===== src/rtl/pio_pkg.sv =====
package pio_pkg;
  localparam int unsigned OFS_DATA = 0;
  localparam int unsigned OFS_DIR  = 1;

  typedef struct packed {
    logic hit_data;
    logic hit_dir;
  } reg_sel_t;
endpackage


===== src/rtl/pio_decode.sv =====
module pio_decode
  import pio_pkg::*;
#(
  parameter int unsigned ADDR_W = 2
) (
  input  logic [ADDR_W-1:0] addr_i,
  input  logic              we_i,
  output reg_sel_t          sel_o,
  output logic              we_data_o,
  output logic              we_dir_o
);
  always_comb begin
    sel_o.hit_data = (addr_i == ADDR_W'(OFS_DATA));
    sel_o.hit_dir  = (addr_i == ADDR_W'(OFS_DIR));
    we_data_o      = we_i & sel_o.hit_data;
    we_dir_o       = we_i & sel_o.hit_dir;
  end
endmodule


===== src/rtl/pio_regs.sv =====
module pio_regs #(
  parameter int unsigned WIDTH = 8
) (
  input  logic             clk_i,
  input  logic             rst_ni,
  input  logic             we_data_i,
  input  logic             we_dir_i,
  input  logic [WIDTH-1:0] wdata_i,
  output logic [WIDTH-1:0] data_q_o,
  output logic [WIDTH-1:0] dir_q_o
);
  always_ff @(posedge clk_i or negedge rst_ni) begin
    if (!rst_ni) begin
      data_q_o <= '0;
      dir_q_o  <= '0;
    end else begin
      if (we_data_i) data_q_o <= wdata_i;
      if (we_dir_i)  dir_q_o  <= wdata_i;
    end
  end
endmodule


===== src/rtl/pio_dir_map.sv =====
module pio_dir_map #(
  parameter int unsigned WIDTH = 8
) (
  input  logic             mode_whole_i,
  input  logic [WIDTH-1:0] dir_q_i,
  output logic [WIDTH-1:0] oe_o
);
  // whole-port mode: bit 0 governs every pin
  for (genvar i = 0; i < WIDTH; i++) begin : g_bit
    assign oe_o[i] = mode_whole_i ? dir_q_i[0] : dir_q_i[i];
  end
endmodule


===== src/rtl/pio_rd_mux.sv =====
module pio_rd_mux
  import pio_pkg::*;
#(
  parameter int unsigned WIDTH = 8
) (
  input  logic             clk_i,
  input  logic             rst_ni,
  input  logic             rd_en_i,
  input  reg_sel_t         sel_i,
  input  logic [WIDTH-1:0] pin_i,
  input  logic [WIDTH-1:0] data_q_i,
  input  logic [WIDTH-1:0] dir_q_i,
  input  logic [WIDTH-1:0] oe_i,
  output logic [WIDTH-1:0] rdata_o
);
  logic [WIDTH-1:0] rd_d;

  always_comb begin
    rd_d = '0;
    if (sel_i.hit_data)     rd_d = (pin_i & ~oe_i) | (data_q_i & oe_i);
    else if (sel_i.hit_dir) rd_d = dir_q_i;
  end

  always_ff @(posedge clk_i or negedge rst_ni) begin
    if (!rst_ni)      rdata_o <= '0;
    else if (rd_en_i) rdata_o <= rd_d;
  end
endmodule


===== src/rtl/pio_port.sv =====
module pio_port
  import pio_pkg::*;
#(
  parameter int unsigned WIDTH  = 8,
  parameter int unsigned ADDR_W = 2
) (
  input  logic              clk_i,
  input  logic              rst_ni,
  input  logic              mode_whole_i,
  input  logic [ADDR_W-1:0] addr_i,
  input  logic              we_i,
  input  logic              rd_en_i,
  input  logic [WIDTH-1:0]  wdata_i,
  output logic [WIDTH-1:0]  rdata_o,
  input  logic [WIDTH-1:0]  pin_i,
  output logic [WIDTH-1:0]  pin_o,
  output logic [WIDTH-1:0]  pin_oe_o
);
  reg_sel_t         sel;
  logic             we_data, we_dir;
  logic [WIDTH-1:0] data_q, dir_q, oe;

  pio_decode #(.ADDR_W(ADDR_W)) u_decode (
    .addr_i    (addr_i),
    .we_i      (we_i),
    .sel_o     (sel),
    .we_data_o (we_data),
    .we_dir_o  (we_dir)
  );

  pio_regs #(.WIDTH(WIDTH)) u_regs (
    .clk_i     (clk_i),
    .rst_ni    (rst_ni),
    .we_data_i (we_data),
    .we_dir_i  (we_dir),
    .wdata_i   (wdata_i),
    .data_q_o  (data_q),
    .dir_q_o   (dir_q)
  );

  pio_dir_map #(.WIDTH(WIDTH)) u_dir_map (
    .mode_whole_i (mode_whole_i),
    .dir_q_i      (dir_q),
    .oe_o         (oe)
  );

  pio_rd_mux #(.WIDTH(WIDTH)) u_rd_mux (
    .clk_i    (clk_i),
    .rst_ni   (rst_ni),
    .rd_en_i  (rd_en_i),
    .sel_i    (sel),
    .pin_i    (pin_i),
    .data_q_i (data_q),
    .dir_q_i  (dir_q),
    .oe_i     (oe),
    .rdata_o  (rdata_o)
  );

  assign pin_o    = data_q;
  assign pin_oe_o = oe;
endmodule


===== config.mk =====
export PLATFORM = sky130hd
export DESIGN_NAME = pio_port
export DESIGN_NICKNAME = d
export VERILOG_FILES = /design/src/rtl/pio_pkg.sv /design/src/rtl/pio_decode.sv /design/src/rtl/pio_regs.sv /design/src/rtl/pio_dir_map.sv /design/src/rtl/pio_rd_mux.sv /design/src/rtl/pio_port.sv
export SDC_FILE = /design/constraint.sdc
export NUM_CORES = 1
export LEC_CHECK = 0
export BUFFER_PORTS_ARGS = -buffer_cell sky130_fd_sc_hd__buf_2
export CAP_MARGIN = 40
export CELL_PAD_IN_SITES_DETAIL_PLACEMENT = 1
export CELL_PAD_IN_SITES_GLOBAL_PLACEMENT = 1
export CORE_MARGIN = 2
export CORE_UTILIZATION = 36
export CTS_CLUSTER_SIZE = 24
export DETAILED_ROUTE_END_ITERATION = 7
export GPL_ROUTABILITY_DRIVEN = 0
export PLACE_DENSITY_LB_ADDON = 0.05
export SETUP_SLACK_MARGIN = 0.3
export SLEW_MARGIN = 20
export SYNTH_ARGS = -nofsm -noshare
export SYNTH_HDL_FRONTEND = slang
export SYNTH_SLANG_ARGS = --single-unit

===== constraint.sdc =====
create_clock -name clk_i -period 1.9 [get_ports clk_i]
set_clock_uncertainty 0.1 [all_clocks]
set_input_delay 0.38 -clock clk_i [delete_from_list [all_inputs] [get_ports clk_i]]
set_output_delay 0.38 -clock clk_i [all_outputs]
set_load 0.1 [all_outputs]

==> summary.md <==
| Metric | Value |
|---|---|
| GR Overflow Total | 0 |
| RSZ-0062 raised after global routing | yes |
| CTS clock-pin slew for the worst setup and hold paths | 0.14 ns |
| Worst r2r path cells | 6 |
| WHS | 0.2032 ns |
| CP Data Required Time | 1.42 ns |
| Share of layout cells above drive strength 1 | 64.63% |
| Tcrit/Tclk final | 101.1% |
| Row Count | 20 |
| Minimum clock period | 1.920 ns |
| Worst setup SP type | flip-flop |
| Min-delay src | wdata_i[3] |
| Top cell type's share of synthesized area | 51.61% |
| Initial antenna violation count | 0 |
| # clock sinks | 24 |
| Critical Path Fanout Max | 10 |
| Worst setup margin | -0.02010 ns |
| Min-Delay Path Class | input pin to flip-flop |
| Routing usage on met2 | 31.80% |
| Area Growth Syn to Fin | 58.92% |
| Drt wl/cell | 16.18 um |
| Synth area leaders | dfrtp_1 52%, mux2_2 15%, mux2i_1 12% |
| Yosys cell types | 18 |
| Clock Path Buffers | 2 |
| Core area | 3053 sq um |
| Slew @ Worst Pin | 0.5532 ns |
| Final nets | 171 |
| CTS H-tree depth | 1 |
| Met1 Track Usage GR | 23.32% |
| Grt peak-use layer | met2 |
| Maximum vdd drop | 0.0006700 V |
| CTS tree | yes |
| Global routing usage on met3 | 2.132% |
| Total track usage | 17.71% |
| I/O pin count | 47 |
| Yosys warnings | 0 |
| Largest net degree at the start of global routing | 25 |
| DR iter-0 viols | 8 |
| Placed Area | 1702 sq um |
| Hpwl dp | 2184 um |
| FF-to-FF Start | u_regs.dir_q_o[0]$_DFFE_PN0P_ |
| Avg Cell Area, Syn | 13.07 sq um |
| Cell Count, Final, Fillers Out | 191 |
| Worst skew pair latency | 0.31 ns |
| Total wire length | 3091 um |
| N_diodes | 0 |
| Pwr Total | 2329 uW |
| Netlist Area Pre-Place | 1164 sq um |
| Vert. Die Dim | 60.86 um |
| Design area | 1849 sq um |
| Sequential area share after synthesis | 51.61% |
| Chip width | 60.86 um |
| Fin. Hold Viols | 0 |
| Crit path kind | flip-flop to primary output |
| Violated checks | setup timing |
| Mapped Cells | 89 |
| Largest area contributor in the netlist | dfrtp_1 |
| Net Count, Synth | 112 |
| DRC viols | 0 |
| Leak | 0.0008297 uW |
| Dpl cells | 178 |
| Fmax | 520.8 MHz |
| DR vias | 945 |
| Setup crit end | pin_oe_o[4] |
| Commonest non-fill, non-tap cell in the layout | buf_4 |
| Vias/cell | 4.948 |
| Final core occ | 60.57% |
| CTS root buf | clkbuf_4 |
| Die area | 3703 sq um |
| WP data arrival | 1.44 ns |
| Commonest cells after routing, fill and taps aside | 24 x buf_4, 23 x dfrtp_1, 22 x buf_2 |
| Critical R2R Capture | u_rd_mux.rdata_o[5]$_DFFE_PN0P_ |
| #FFs+latches synth | 24 |
| Number of max-cap violations | 0 |
| # setup viols final | 2 |
| Crit. End Element | primary output |
| CTS Buf Count | 3 |
| Drt pass-1 iters | 3 |
| Routed Antenna Nets | 0 |
| Crit path from | u_regs.dir_q_o[0]$_DFFE_PN0P_ |
| Outcome | complete, but fails checks |
| IO Port Bufs | 46 |
| Rel. slew slack | 63.12% |
| Final Max Slew Viols | 0 |
| Vias in the first global route | 993 |
| Power Density | 1259 nW/um^2 |
| Initial Util | 38.11% |
| R2R Setup Slk | 0.35 ns |
| First-pass GRT wire length | 4830 um |
## timing repair
action                                  4_1_cts  5_1_grt
cloned                                        0        0
resized for setup                            15        2
hold buffers                                  1        0
buffers inserted                              7        1
endpoints found under the setup margin       21        9
hold endpoints to repair                     24        0
## flip-flops by register name, summed over array words and instances, names as in the netlist
register          count
u_rd_mux.rdata_o      8
u_regs.data_q_o       8
u_regs.dir_q_o        8
## synthesized netlist by cell type
library cell,count
a21o_1,1
o21ai_0,8
mux2i_1,14
a32oi_1,7
or3b_1,1
nand2b_1,1
clkinv_1,1
mux2_2,16
buf_2,1
clkbuf_2,1
buf_6,1
a211oi_1,1
dfrtp_1,24
nor3b_4,1
buf_4,2
inv_1,7
nand3b_4,1
nor2b_1,1
## worst max-delay path, cell delays in order (launching register included)
cell and delay [ns]:
dfrtp_2 0.45, buf_12 0.16, mux2i_4 0.19, clkinvlp_4 0.15, buf_12 0.18
## worst min-delay path by stage
stage | end | slack (ns) | depth (start not counted)
floorplan | u_rd_mux.rdata_o[0]$_DFFE_PN0P_ | -0.02 | 0
global placement | u_regs.dir_q_o[0]$_DFFE_PN0P_ | 0.30 | 1
detailed placement | u_regs.dir_q_o[0]$_DFFE_PN0P_ | 0.30 | 1
CTS | u_regs.dir_q_o[5]$_DFFE_PN0P_ | 0.20 | 2
global route | u_regs.dir_q_o[6]$_DFFE_PN0P_ | 0.19 | 2
finish | u_regs.data_q_o[3]$_DFFE_PN0P_ | 0.20 | 2
## per-stage QoR
step	setup WS [ns]	TNS [ns]
finish	-0.02010	-0.03685
floorplan	0.1840	0
global route	-0.07561	-0.4195
CTS	-0.03297	-0.04879
global placement	0.1352	0
detailed placement	0.1202	0
## logic make-up (layout without fill, tap and decap cells)
family	Yosys count	in the layout	synth area share (%)
multiplexers	30	30	27.53
flip-flops	24	24	51.61
AO/OA/AOI/OAI	17	17	10.00
buffers and inverters	13	71	5.698
AND/OR/NAND/NOR	5	5	5.162
## per-layer routing
metal  part of all wire [%]  up-vias
li1                       -      440
met1                     42      477
met2                     53       26
met3                    4.2        2
met4                   0.49        0
met5                      0        -
## area by class of cell
class / instances / area, sq um
fill: 328 / 1204
sequential: 24 / 601.8
multi-input combinational: 52 / 584.3
timing repair buffer: 59 / 515.5
inverter: 8 / 56.30
tap: 44 / 55.05
clock buffer: 4 / 36.28
## power by group
part / switching [uW] / internal (uW) / total [uW]
clock network: 152 / 117 / 269
registers: 82.0 / 600 / 682
logic: 930 / 447 / 1380
total: 1160 / 1160 / 2330
Power figures use the tool's default switching activity.
